<file path="config.mk">
export PLATFORM = sky130hd
export DESIGN_NAME = rdec_decoder
export DESIGN_NICKNAME = d
export VERILOG_FILES = /design/src/rtl/rdec_pkg.sv /design/src/rtl/rdec_opdecode.sv /design/src/rtl/rdec_wsel.sv /design/src/rtl/rdec_decoder.sv
export SDC_FILE = /design/constraint.sdc
export NUM_CORES = 1
export LEC_CHECK = 0
export BUFFER_PORTS_ARGS = -buffer_cell sky130_fd_sc_hd__buf_2
export CAP_MARGIN = 20
export CORE_ASPECT_RATIO = 0.9
export CORE_MARGIN = 5
export CORE_UTILIZATION = 42
export CTS_CLUSTER_SIZE = 12
export DETAILED_ROUTE_END_ITERATION = 7
export PLACE_DENSITY = 0.77
export SLEW_MARGIN = 20
export SYNTH_ARGS = -nofsm -noshare
export SYNTH_HDL_FRONTEND = slang
export SYNTH_HIERARCHICAL = 1
export SYNTH_SLANG_ARGS = --single-unit
</file>
<file path="constraint.sdc">
create_clock -name clk -period 2.25 [get_ports clk]
set_input_delay 0.225 -clock clk [delete_from_list [all_inputs] [get_ports clk]]
set_output_delay 0.225 -clock clk [all_outputs]
set_load 0.005 [all_outputs]
</file>
<file path="src/rtl/rdec_pkg.sv">
package rdec_pkg;

  localparam int OPC_W   = 6;
  localparam int FUNCT_W = 6;
  localparam int ALU_W   = 4;

  typedef enum logic [ALU_W-1:0] {
    ALU_ADD = 4'd0,
    ALU_SUB = 4'd1,
    ALU_AND = 4'd2,
    ALU_OR  = 4'd3,
    ALU_XOR = 4'd4,
    ALU_NOR = 4'd5
  } alu_op_e;

  typedef enum logic [2:0] {
    CL_NONE  = 3'd0,
    CL_REG   = 3'd1,
    CL_IMM   = 3'd2,
    CL_JUMP  = 3'd3,
    CL_LINK  = 3'd4
  } ins_class_e;

  localparam logic [OPC_W-1:0] OPC_SPECIAL = 6'b000000;
  localparam logic [OPC_W-1:0] OPC_JMP     = 6'b000010;
  localparam logic [OPC_W-1:0] OPC_JAL     = 6'b000011;
  localparam logic [OPC_W-1:0] OPC_ADDI    = 6'b001001;
  localparam logic [OPC_W-1:0] OPC_ANDI    = 6'b001100;
  localparam logic [OPC_W-1:0] OPC_ORI     = 6'b001101;
  localparam logic [OPC_W-1:0] OPC_XORI    = 6'b001110;

  localparam logic [FUNCT_W-1:0] FN_ADD = 6'b100001;
  localparam logic [FUNCT_W-1:0] FN_SUB = 6'b100011;
  localparam logic [FUNCT_W-1:0] FN_AND = 6'b100100;
  localparam logic [FUNCT_W-1:0] FN_OR  = 6'b100101;
  localparam logic [FUNCT_W-1:0] FN_XOR = 6'b100110;
  localparam logic [FUNCT_W-1:0] FN_NOR = 6'b100111;

  typedef struct packed {
    ins_class_e cls;
    alu_op_e    alu;
    logic       sx;
    logic       bimm;
  } op_ctrl_t;

endpackage

</file>
<file path="src/rtl/rdec_opdecode.sv">
module rdec_opdecode
  import rdec_pkg::*;
(
  input  logic [OPC_W-1:0]   opc_i,
  input  logic [FUNCT_W-1:0] funct_i,
  output op_ctrl_t           ctrl_o
);

  op_ctrl_t reg_ctrl;

  // Register-format operation select from the function field
  always_comb begin
    reg_ctrl = '{cls: CL_REG, alu: ALU_ADD, sx: 1'b0, bimm: 1'b0};
    case (funct_i)
      FN_ADD:  reg_ctrl.alu = ALU_ADD;
      FN_SUB:  reg_ctrl.alu = ALU_SUB;
      FN_AND:  reg_ctrl.alu = ALU_AND;
      FN_OR:   reg_ctrl.alu = ALU_OR;
      FN_XOR:  reg_ctrl.alu = ALU_XOR;
      FN_NOR:  reg_ctrl.alu = ALU_NOR;
      default: reg_ctrl.cls = CL_NONE;
    endcase
  end

  // Major opcode classification; unknown words fall to the inert bundle
  always_comb begin
    ctrl_o = '{cls: CL_NONE, alu: ALU_ADD, sx: 1'b0, bimm: 1'b0};
    case (opc_i)
      OPC_SPECIAL: begin
        if (reg_ctrl.cls == CL_REG) ctrl_o = reg_ctrl;
      end
      OPC_JMP:  ctrl_o.cls = CL_JUMP;
      OPC_JAL:  ctrl_o.cls = CL_LINK;
      OPC_ADDI: ctrl_o = '{cls: CL_IMM, alu: ALU_ADD, sx: 1'b1, bimm: 1'b1};
      OPC_ANDI: ctrl_o = '{cls: CL_IMM, alu: ALU_AND, sx: 1'b0, bimm: 1'b1};
      OPC_ORI:  ctrl_o = '{cls: CL_IMM, alu: ALU_OR,  sx: 1'b0, bimm: 1'b1};
      OPC_XORI: ctrl_o = '{cls: CL_IMM, alu: ALU_XOR, sx: 1'b0, bimm: 1'b1};
      default:  ctrl_o.cls = CL_NONE;
    endcase
  end

  // the inert bundle never carries an immediate or a non-add code
  always_comb begin
    if (ctrl_o.cls == CL_NONE) begin
      p_inert_bundle_r8: assert (ctrl_o.alu == ALU_ADD && !ctrl_o.bimm && !ctrl_o.sx)
        else $error("inert class with live controls");
    end
  end

endmodule

</file>
<file path="src/rtl/rdec_wsel.sv">
module rdec_wsel
  import rdec_pkg::*;
#(
  parameter int AW       = 5,
  parameter int LINK_REG = 31
) (
  input  ins_class_e      cls_i,
  input  logic [AW-1:0]   rt_i,
  input  logic [AW-1:0]   rd_i,
  output logic [AW-1:0]   waddr_o,
  output logic            wen_o
);

  localparam logic [AW-1:0] LINK_A = AW'(LINK_REG);
  localparam logic [AW-1:0] ZERO_A = '0;

  logic [AW-1:0] dest;
  logic          wants;

  always_comb begin
    dest  = ZERO_A;
    wants = 1'b0;
    case (cls_i)
      CL_REG:  begin dest = rd_i;   wants = 1'b1; end
      CL_IMM:  begin dest = rt_i;   wants = 1'b1; end
      CL_LINK: begin dest = LINK_A; wants = 1'b1; end
      default: begin dest = ZERO_A; wants = 1'b0; end
    endcase
  end

  assign waddr_o = dest;
  assign wen_o   = wants && (dest != ZERO_A);

endmodule

</file>
<file path="src/rtl/rdec_decoder.sv">
module rdec_decoder
  import rdec_pkg::*;
#(
  parameter int IW       = 32,
  parameter int AW       = 5,
  parameter int LINK_REG = 31,
  parameter bit OUT_REG  = 1'b1
) (
  input  logic              clk,
  input  logic              rst,
  input  logic [IW-1:0]     instr_i,
  output logic [AW-1:0]     rs_addr_o,
  output logic [AW-1:0]     rt_addr_o,
  output logic [AW-1:0]     wr_addr_o,
  output logic              wr_en_o,
  output logic [ALU_W-1:0]  alu_op_o,
  output logic              imm_sign_o,
  output logic              opb_imm_o,
  output logic              jump_o,
  output logic              link_o
);

  localparam int OPC_LSB = IW - OPC_W;
  localparam int RS_LSB  = OPC_LSB - AW;
  localparam int RT_LSB  = RS_LSB - AW;
  localparam int RD_LSB  = RT_LSB - AW;

  logic [OPC_W-1:0]   opc;
  logic [FUNCT_W-1:0] funct;
  logic [AW-1:0]      f_rs, f_rt, f_rd;
  logic [RD_LSB-FUNCT_W-1:0] unused_shamt;

  assign opc          = instr_i[IW-1:OPC_LSB];
  assign f_rs         = instr_i[RS_LSB +: AW];
  assign f_rt         = instr_i[RT_LSB +: AW];
  assign f_rd         = instr_i[RD_LSB +: AW];
  assign funct        = instr_i[FUNCT_W-1:0];
  assign unused_shamt = instr_i[RD_LSB-1:FUNCT_W];

  op_ctrl_t      ctrl;
  logic [AW-1:0] n_waddr;
  logic          n_wen;

  rdec_opdecode u_opdec (
    .opc_i   (opc),
    .funct_i (funct),
    .ctrl_o  (ctrl)
  );

  rdec_wsel #(.AW(AW), .LINK_REG(LINK_REG)) u_wsel (
    .cls_i   (ctrl.cls),
    .rt_i    (f_rt),
    .rd_i    (f_rd),
    .waddr_o (n_waddr),
    .wen_o   (n_wen)
  );

  logic n_jump, n_link;
  assign n_jump = (ctrl.cls == CL_JUMP) || (ctrl.cls == CL_LINK);
  assign n_link = (ctrl.cls == CL_LINK);

  generate
    if (OUT_REG) begin : g_reg
      always_ff @(posedge clk) begin
        if (rst) begin
          rs_addr_o  <= '0;
          rt_addr_o  <= '0;
          wr_addr_o  <= '0;
          wr_en_o    <= 1'b0;
          alu_op_o   <= '0;
          imm_sign_o <= 1'b0;
          opb_imm_o  <= 1'b0;
          jump_o     <= 1'b0;
          link_o     <= 1'b0;
        end else begin
          rs_addr_o  <= f_rs;
          rt_addr_o  <= f_rt;
          wr_addr_o  <= n_waddr;
          wr_en_o    <= n_wen;
          alu_op_o   <= ctrl.alu;
          imm_sign_o <= ctrl.sx;
          opb_imm_o  <= ctrl.bimm;
          jump_o     <= n_jump;
          link_o     <= n_link;
        end
      end

      // cleared state after a reset edge
      p_reset_clear_r1: assert property (@(posedge clk)
        $past(rst) |-> (!wr_en_o && !jump_o && !link_o && alu_op_o == '0))
        else $error("outputs not cleared by reset");

      // read addresses follow the previous word's fields
      p_field_pass_r2: assert property (@(posedge clk) disable iff (rst)
        !$past(rst) |-> (rs_addr_o == $past(f_rs) && rt_addr_o == $past(f_rt)))
        else $error("read address mismatch");

      // plain jump never writes
      p_jump_nowrite_r5: assert property (@(posedge clk) disable iff (rst)
        (!$past(rst) && $past(opc) == OPC_JMP) |-> (jump_o && !link_o && !wr_en_o))
        else $error("plain jump decode wrong");

      // link writes the fixed return register
      p_link_dest_r6: assert property (@(posedge clk) disable iff (rst)
        (!$past(rst) && $past(opc) == OPC_JAL) |->
          (jump_o && link_o && wr_en_o && wr_addr_o == AW'(LINK_REG)))
        else $error("link decode wrong");

      p_link_is_jump_r6: assert property (@(posedge clk) disable iff (rst)
        link_o |-> jump_o)
        else $error("link without jump");

      // never a write to register 0
      p_zero_dest_r7: assert property (@(posedge clk) disable iff (rst)
        wr_en_o |-> (wr_addr_o != '0))
        else $error("write enabled to register 0");

      // the 0100xx group stays inert
      p_group_inert_r8: assert property (@(posedge clk) disable iff (rst)
        (!$past(rst) && $past(opc[OPC_W-1:2]) == 4'b0100) |->
          (!wr_en_o && !jump_o && !opb_imm_o))
        else $error("reserved group not inert");

      // an immediate operand never accompanies a jump
      p_imm_not_jump_r4: assert property (@(posedge clk) disable iff (rst)
        opb_imm_o |-> !jump_o)
        else $error("immediate with jump");
    end else begin : g_comb
      assign rs_addr_o  = f_rs;
      assign rt_addr_o  = f_rt;
      assign wr_addr_o  = n_waddr;
      assign wr_en_o    = n_wen;
      assign alu_op_o   = ctrl.alu;
      assign imm_sign_o = ctrl.sx;
      assign opb_imm_o  = ctrl.bimm;
      assign jump_o     = n_jump;
      assign link_o     = n_link;
    end
  endgenerate

endmodule

</file>
==> results.py, run 1 <==
metrics = {
    "outcome": {
        "status": "complete, no violations",
    },
    "clocking": {
        "cts_tree": "yes",
        "cts-buffers-inserted": 3,
        "ctsResizeCount": 0,
        "cts_htree_levels": 1,
        "clkSlewWorstSetupHoldPaths_ps": 130,
        "cts-root-buf": "clkbuf_4",
        "cts_sinks": 24,
        "cts_setup_buffers": 0,
        "cts_buffer_depth": 2,
        "cts_hold_buf": 0,
    },
    "synth": {
        "syn_nets": 126,
        "ys.flop_type": "dfxtp_1",
        "ys_types": 28,
        "ys_seq_elements": 24,
        "synth_edf_count": 0,
        "avgSynthCellArea_um2": 10.9,
        "seq_area_frac_synth_pct": 48.1,
        "yosys_warnings": 6,
        "synth_cells": 92,
        "syn_area_um2": 998,
        "synth-async-reset-ratio_pct": 0,
    },
    "timing": {
        "finalCriticalPeriod_ps": 1780,
        "slew_violations": 0,
        "whs_ps": 112,
        "finalSetupViolations": 0,
        "hold_viol": 0,
        "max_freq_mhz": 562,
        "setup_tns_ps": 0,
        "grt_setup_unrepaired": "false",
        "post-route-period-util_pct": 79.0,
        "setup_slack_ps": 471,
    },
    "placement": {
        "place_inst": 168,
        "gp_congestion": 0.777,
        "dp_hpwl_um": 1730,
        "dpl_cell_area_um2": 1270,
        "io_buffers": 52,
        "dpl_worst_slack_ps": 153,
    },
    "layout": {
        "drive_gt1_share_pct": 44.8,
        "multi_input_area_um2": 500,
        "final_common_cell": "buf_2",
        "stdcell_count": 172,
        "num_antenna_cells": 0,
        "final_cell_mix": "52 x buf_2, 24 x dfxtp_1, 23 x nor2b_1",
        "fin_nets": 180,
        "fillers": 216,
        "syn2layout_area_growth_pct": 33.0,
        "seq_area_um2": 480,
        "fin_area_um2": 1330,
        "final_util_pct": 59.7,
    },
    "power_and_ir_drop": {
        "vdd_drop_max_uv": 411,
        "power_density_nw_per_um2": 636,
        "leakage_nw": 0.673,
        "finalPower_mw": 0.844,
    },
    "detailed_routing": {
        "wl_per_cell_um": 13.2,
        "dr.pass1.iters": 4,
        "vias_per_cell": 5.03,
        "post-route-drc-count": 0,
        "vias": 865,
        "totalWireLength_um": 2270,
        "drt_iter0_markers": 17,
        "antenna_left": 0,
    },
    "critical_path": {
        "path_buf_inv": 1,
        "cp-start-kind": "input pin",
        "cpMaxStageDelayCell": "a211o_1",
        "arrival_ps": 1980,
        "cpPeakStageDelay_ps": 340,
        "crit_type": "input pin to flop",
        "critPathTopFamily": "compound AO/OA/AOI/OAI gates",
        "cp.required_ps": 2450,
        "worst-path-max-fanout": 9,
        "crit_chain": "buf_2 -> nor2_2 -> o2111a_1 -> a31o_1 -> nor3b_2 -> a211o_1 -> nor3_2 -> nand2_1 -> nor2b_1",
        "endpoint_kind": "flop",
    },
    "global_route": {
        "track_usage_pct": 13.7,
        "overflow": 0,
        "antenna_found_initial": 0,
        "grt_pass1_wl_um": 3620,
        "grt_max_degree": 25,
        "grt_pass1_vias": 836,
    },
    "floorplan": {
        "num_io_pins": 58,
        "die_width_um": 61.4,
        "design.die.area_um2": 3450,
        "coreArea_um2": 2220,
        "start_util_pct": 44.9,
        "dieHeight_um": 56.3,
        "row_count": 16,
    },
    "flow_run": {
        "cap_violations": 0,
    },
    "min_path": {
        "hold_path_class": "input pin to flop",
    },
}
## flip-flops by register name, indices dropped and copies added (netlist names)
signal	flops
imm_sign_o	1
rt_addr_o	5
wr_en_o	1
wr_addr_o	5
opb_imm_o	1
link_o	1
alu_op_o	4
rs_addr_o	5
jump_o	1
## report_power, final
group,switching [mW],total [mW],leakage (nW),internal (mW)
sequential,0.00299,0.443,0.197,0.440
clock,0.126,0.306,0.0279,0.180
combinational,0.0463,0.0951,0.448,0.0488
## Yosys cell counts, drive strengths merged, types with 2 or more instances
master  number  share of area, %
nor4bb       4               4.0
buf          3               1.8
a211o        5               4.4
and4bb       2               2.5
nor2         4               1.8
nor3         2               2.0
nor4b        4               6.3
dfxtp       24                48
nor2b       23                14
nand2        4               1.5
nand3        2               1.0
o21ai        3               1.9
nor3b        2               2.5
## logic make-up after synthesis
group                  share of synthesized area [%]
buffers and inverters                           1.75
DFF                                             48.1
AOI/OAI and AO/OA                               10.0
and+or+nand+nor                                 39.7
other                                          0.376
## final cells by class
cell class / instances / area share (%)
multi-input cells: 65 / 37.7
clock buffers: 3 / 1.70
clock inverters: 1 / 2.26
flip-flops and latches: 24 / 36.2
well taps: 27 / 2.54
repair buffers: 52 / 19.6
## worst paths after layout
check | from | to | slack (ps) | cells past startpoint
worst max-delay path | instr_i[31] | wr_en_o$_SDFF_PP0_ | 470 | 9
worst min-delay path | instr_i[24] | rs_addr_o[3]$_SDFF_PP0_ | 110 | 2
## layer usage
metal | up-vias | part of all wire [%] | global-route usage (%)
met5 | - | 0 | 0
met4 | 0 | 2.3 | 7.27
met3 | 4 | 10 | 2.29
met2 | 35 | 51 | 23.6
met1 | 390 | 36 | 15.6
li1 | 436 | - | -
Note: power is estimated with default switching activity, not from simulation.
==> run 2: changes to the inputs <==
--- a/config.mk
+++ b/config.mk
@@ -9,10 +9,10 @@
 export CAP_MARGIN = 20
 export CORE_ASPECT_RATIO = 0.9
 export CORE_MARGIN = 5
-export CORE_UTILIZATION = 42
+export CORE_UTILIZATION = 38
 export CTS_CLUSTER_SIZE = 12
 export DETAILED_ROUTE_END_ITERATION = 7
-export PLACE_DENSITY = 0.77
+export PLACE_DENSITY = 0.74
 export SLEW_MARGIN = 20
 export SYNTH_ARGS = -nofsm -noshare
 export SYNTH_HDL_FRONTEND = slang
==> constraint.sdc (replaced) <==
create_clock -name clk -period 1.45 [get_ports clk]
set_input_delay 0.145 -clock clk [delete_from_list [all_inputs] [get_ports clk]]
set_output_delay 0.145 -clock clk [all_outputs]
set_load 0.005 [all_outputs]
==> run 2 against run 1 <==
Sequential power is 55% higher; clock-buffer cell count stayed put; non-clock buffer count is 15 higher; cell count is 9.3% higher; cell area is 12% higher; combinational power is 100% higher; wire length is 0.57% higher; power is 58% higher; die area is 8.7% higher.
==> results.py, run 2 (synthesized netlist as in run 1, its figures left out) <==
metrics = {
    "outcome": {
        "status": "complete, no violations",
    },
    "power_and_ir_drop": {
        "internal_power_mw": 1.07,
        "switching_share_pct": 20.2,
        "p_seq_share_pct": 51.4,
        "leakage_nw": 0.758,
        "clockPowerShare_pct": 34.5,
        "finalPower_mw": 1.34,
        "power_density_nw_per_um2": 896,
        "combPwrFrac_pct": 14.2,
        "switchingPower_mw": 0.270,
        "vdd_drop_max_uv": 1090,
    },
    "critical_path": {
        "cpMaxStageDelayCell": "a211o_1",
        "cpPeakStageDelay_ps": 290,
        "worst-path-max-fanout": 9,
        "arrival_ps": 1590,
        "cp-start-kind": "input pin",
        "crit_chain": "buf_2 -> o2111a_1 -> a31o_4 -> nor4bb_1 -> a211o_1 -> nor3_2 -> nand2_1 -> nor2b_1",
        "cp.required_ps": 1660,
        "crit_type": "input pin to flop",
        "endpoint_kind": "flop",
    },
    "detailed_routing": {
        "vias": 911,
        "dr.pass1.iters": 3,
        "vias_per_cell": 4.85,
        "totalWireLength_um": 2290,
        "drt_iter0_markers": 20,
        "post-route-drc-count": 0,
        "antenna_left": 0,
        "wl_per_cell_um": 12.2,
    },
    "floorplan": {
        "row_count": 17,
        "coreArea_um2": 2490,
        "design.die.area_um2": 3750,
        "num_io_pins": 58,
        "start_util_pct": 40.1,
        "die_width_um": 64.0,
        "dieHeight_um": 58.6,
    },
    "layout": {
        "num_antenna_cells": 0,
        "final_cell_mix": "52 x buf_2, 24 x dfxtp_1, 23 x nor2b_1",
        "reg_top3": "rs_addr_o (5), rt_addr_o (5), wr_addr_o (5)",
        "stdcell_count": 188,
        "drive_gt1_share_pct": 53.1,
        "fin_nets": 195,
        "final_util_pct": 60.0,
        "final_common_cell": "buf_2",
        "syn2layout_area_growth_pct": 49.5,
    },
    "clocking": {
        "ctsResizeCount": 0,
        "cts-buffers-inserted": 3,
        "cts_tree": "yes",
        "cts_htree_levels": 1,
        "cts_sinks": 24,
        "cts-root-buf": "clkbuf_4",
        "cts_setup_buffers": 0,
        "cts_hold_buf": 0,
        "clkSlewWorstSetupHoldPaths_ps": 120,
        "cts_buffer_depth": 2,
    },
    "placement": {
        "io_buffers": 52,
        "dpl_worst_slack_ps": -245,
        "gp_congestion": 0.852,
        "dp_hpwl_um": 1940,
        "place_inst": 184,
    },
    "timing": {
        "slew_violations": 0,
        "setup_slack_ps": 68.1,
        "max_freq_mhz": 724,
        "hold_viol": 0,
        "post-route-period-util_pct": 95.3,
        "whs_ps": 44.5,
        "finalCriticalPeriod_ps": 1380,
        "grt_setup_unrepaired": "false",
        "finalSetupViolations": 0,
    },
    "global_route": {
        "grt_pass1_vias": 896,
        "grt_pass1_wl_um": 3700,
        "overflow": 0,
        "grt_max_degree": 15,
        "antenna_found_initial": 0,
        "track_usage_pct": 12.2,
    },
    "min_path": {
        "hold_path_class": "input pin to flop",
        "hold_depth": 2,
    },
    "flow_run": {
        "cap_violations": 0,
    },
}
-- run 2: cell type report --
| class | count | area [um2] |
|---|---|---|
| clock inverter | 1 | 30.0 |
| tap | 28 | 35.0 |
| fill | 222 | 996 |
| timing repair buffer | 67 | 373 |
| clock buffer | 3 | 22.5 |
| sequential | 24 | 480 |
| multi-input combinational | 65 | 552 |
-- run 2: power by group through the flow --
stage	Clock, mW	Combinational (mW)	Sequential [mW]
3_5_place_dp	0	0.192	0.702
3_3_place_gp	0	0.187	0.702
6_report	0.461	0.190	0.687
2_1_floorplan	0	0.0688	0.707
4_1_cts	0.480	0.192	0.688
5_1_grt	0.505	0.208	0.690
-- run 2: worst paths after layout --
path	slack, ps	start	endpoint
worst max-delay path	70	instr_i[26]	wr_en_o$_SDFF_PP0_
worst min-delay path	40	instr_i[24]	rs_addr_o[3]$_SDFF_PP0_
-- run 2: stage by stage --
step	setup TNS [ps]	area [um2]
final	0	1490
after global routing	0	1490
after CTS	0	1490
after detailed placement	-802	1440
after global placement	-627	1440
after floorplan	-18.9	1050
-- run 2: layer usage --
metal | track usage [%] | vias up | share of wire (%)
met5 | 0 | - | 0
met4 | 4.45 | 0 | 0.53
met3 | 2.86 | 2 | 8.6
met2 | 23.5 | 30 | 53
met1 | 12.9 | 411 | 38
li1 | - | 468 | -
-- run 2: critical path: cells and delay by family --
kind | cells | cell delay (ps)
simple gates | 4 | 480
compound gates | 3 | 820
buf+inv | 1 | 140
==> run 3: changes to the inputs <==
--- a/config.mk
+++ b/config.mk
@@ -9,12 +9,12 @@
 export CAP_MARGIN = 20
 export CORE_ASPECT_RATIO = 0.9
 export CORE_MARGIN = 5
-export CORE_UTILIZATION = 38
+export CORE_UTILIZATION = 45
+export CTS_BUF_LIST = sky130_fd_sc_hd__clkbuf_8
 export CTS_CLUSTER_SIZE = 12
 export DETAILED_ROUTE_END_ITERATION = 7
-export PLACE_DENSITY = 0.74
+export PLACE_DENSITY = 0.86
 export SLEW_MARGIN = 20
 export SYNTH_ARGS = -nofsm -noshare
 export SYNTH_HDL_FRONTEND = slang
-export SYNTH_HIERARCHICAL = 1
 export SYNTH_SLANG_ARGS = --single-unit
==> constraint.sdc (replaced) <==
create_clock -name clk -period 1.6 [get_ports clk]
set_input_delay 0.16 -clock clk [delete_from_list [all_inputs] [get_ports clk]]
set_output_delay 0.16 -clock clk [all_outputs]
set_load 0.005 [all_outputs]
==> run 3 against run 2 <==
Cell area down 23%; clock-buffer cell count unchanged; wire length down 8.0%; synthesized cell count down 8.7%; critical endpoint unchanged.
==> results.py, run 3 <==
metrics = {
    "outcome": {
        "status": "complete, no violations",
    },
    "critical_path": {
        "cp-start-kind": "input pin",
        "critPathTopFamily": "compound AO/OA/AOI/OAI gates",
        "arrival_ps": 1300,
        "cpMaxStageDelayCell": "nor3_1",
        "cp.required_ps": 1790,
        "cp.depth": 5,
        "crit_type": "input pin to flop",
        "endpoint_kind": "flop",
        "path_buf_inv": 1,
        "cpPeakStageDelay_ps": 380,
        "crit_chain": "buf_2 -> nor3_1 -> o2111a_1 -> o21ai_1 -> a21oi_1",
        "startpoint": "instr_i[26]",
        "worst-path-max-fanout": 6,
    },
    "detailed_routing": {
        "dr.pass1.iters": 4,
        "drt_iter0_markers": 27,
        "post-route-drc-count": 0,
        "totalWireLength_um": 2100,
        "vias": 788,
        "wl_per_cell_um": 13.2,
        "antenna_left": 0,
        "vias_per_cell": 4.96,
    },
    "synth": {
        "synth_common_cells": "23 x dfxtp_1, 13 x nor2b_1, 9 x nor2_1, 5 x a221oi_1",
        "synth_cells": 84,
        "synth_compound_area_share_pct": 15.4,
        "muxShareOfSynthArea_pct": 0,
        "avgSynthCellArea_um2": 9.96,
        "synthXorXnorAreaFrac_pct": 0,
        "synth_edf_count": 0,
        "synth_top_family_by_area": "simple AND/OR/NAND/NOR gates",
        "synth-simple-area-share_pct": 26.0,
        "synth-async-reset-ratio_pct": 0,
        "synth_fa_ha_area_share_pct": 0,
        "ys.flop_type": "dfxtp_1",
        "syn_nets": 118,
        "synth_top_area_cell": "dfxtp_1",
        "ys_seq_elements": 23,
        "synth_top_area_share_pct": 55.0,
        "seq_area_frac_synth_pct": 55.0,
        "synth_area_leaders": "dfxtp_1 55%, nor2b_1 9.7%, a221oi_1 5.2%",
        "ys_types": 27,
        "synth.most_common_cell": "dfxtp_1",
        "syn_area_um2": 837,
        "yosys_warnings": 0,
    },
    "power_and_ir_drop": {
        "p_seq_share_pct": 56.2,
        "combPwrFrac_pct": 10.5,
        "power_density_nw_per_um2": 916,
        "switching_share_pct": 22.5,
        "vdd_drop_max_uv": 707,
        "switchingPower_mw": 0.237,
        "internal_power_mw": 0.816,
        "clockPowerShare_pct": 33.2,
        "leakage_nw": 0.545,
        "finalPower_mw": 1.05,
    },
    "timing": {
        "finalSetupViolations": 0,
        "hold_viol": 0,
        "setup_tns_ps": 0,
        "setup_slack_ps": 493,
        "slew_violations": 0,
        "grt_setup_unrepaired": "false",
        "post-route-period-util_pct": 69.2,
        "max_freq_mhz": 903,
        "finalCriticalPeriod_ps": 1110,
    },
    "global_route": {
        "track_usage_pct": 15.2,
        "overflow": 0,
        "grt_pass1_wl_um": 3410,
        "antenna_found_initial": 0,
        "grt_max_degree": 22,
        "grt_pass1_vias": 748,
    },
    "floorplan": {
        "die_width_um": 55.5,
        "num_io_pins": 58,
        "dieHeight_um": 50.9,
        "coreArea_um2": 1720,
        "start_util_pct": 48.8,
        "row_count": 14,
        "design.die.area_um2": 2820,
    },
    "placement": {
        "gp_congestion": 0.751,
        "dpl_worst_slack_ps": 233,
        "io_buffers": 51,
        "dpl_cell_area_um2": 1100,
        "dp_hpwl_um": 1660,
        "place_inst": 155,
    },
    "clocking": {
        "cts_buffer_depth": 2,
        "cts_htree_levels": 1,
        "cts-root-buf": "clkbuf_8",
        "clkSlewWorstSetupHoldPaths_ps": 80,
        "ctsResizeCount": 0,
        "cts_hold_buf": 0,
        "cts_sinks": 23,
        "cts-buffers-inserted": 3,
        "cts_tree": "yes",
        "cts_setup_buffers": 0,
    },
    "layout": {
        "num_antenna_cells": 0,
        "syn2layout_area_growth_pct": 37.4,
        "drive_gt1_share_pct": 43.0,
        "fin_nets": 170,
        "final_common_cell": "buf_2",
        "fin_area_um2": 1150,
        "stdcell_count": 159,
        "final_cell_mix": "51 x buf_2, 23 x dfxtp_1, 13 x nor2b_1",
        "fillers": 160,
        "reg_top3": "rs_addr_o (5), rt_addr_o (5), wr_addr_o (5)",
    },
    "min_path": {
        "hold_start": "instr_i[23]",
        "hold_path_class": "input pin to flop",
        "hold_depth": 2,
    },
    "flow_run": {
        "cap_violations": 0,
    },
}
-- run 3: cell count changes after synthesis, sizes merged, moves of 3 or more --
cell	change
nor4bb	-4
a211o	-5
nor2	+5
nor4b	-4
a21oi	+4
nor2b	-10
clkbuf	+3
a221oi	+5
-- run 3: cell families after synthesis --
family / after synthesis
flops: 23
buf+inv: 6
other cells: 1
compound gates: 15
simple gates: 39
-- run 3: metrics by stage --
step                utilization (%)  hold WS [ps]
finish                         67.0           118
global route                   67.0           112
CTS                            67.0           113
detailed placement             64.3           387
global placement               64.3           376
floorplan                         -           238
-- run 3: power groups by stage --
stage / combinational [mW] / clock, mW / sequential [mW]
floorplan: 0.0403 / 0 / 0.609
global placement: 0.107 / 0 / 0.605
detailed placement: 0.111 / 0 / 0.606
CTS: 0.111 / 0.360 / 0.593
global route: 0.124 / 0.388 / 0.594
finish: 0.111 / 0.350 / 0.592
-- run 3: worst paths after layout --
path | to | slack [ps]
setup / recovery | wr_en_o$_SDFF_PP0_ | 490
hold / removal | rs_addr_o[2]$_SDFF_PP0_ | 120
-- run 3: per-layer routing --
metal  global-route usage (%)  vias up  part of all wire (%)
met5                        0        -                     0
met1                     18.2      350                    42
met2                     26.2       40                    48
li1                         -      396                     -
met4                     6.88        0                   1.0
met3                     3.27        2                   8.1
-- run 3: final cells by class --
cell class	instances	area (um2)	share of cell area (%)
Clock buffer	3	41.3	3.59
Clock inverter	1	5.00	0.435
Inverter	2	7.51	0.653
Multi-Input combinational cell	55	350	30.5
Sequential cell	23	460	40.0
Tap cell	24	30.0	2.61
Timing Repair Buffer	51	255	22.2
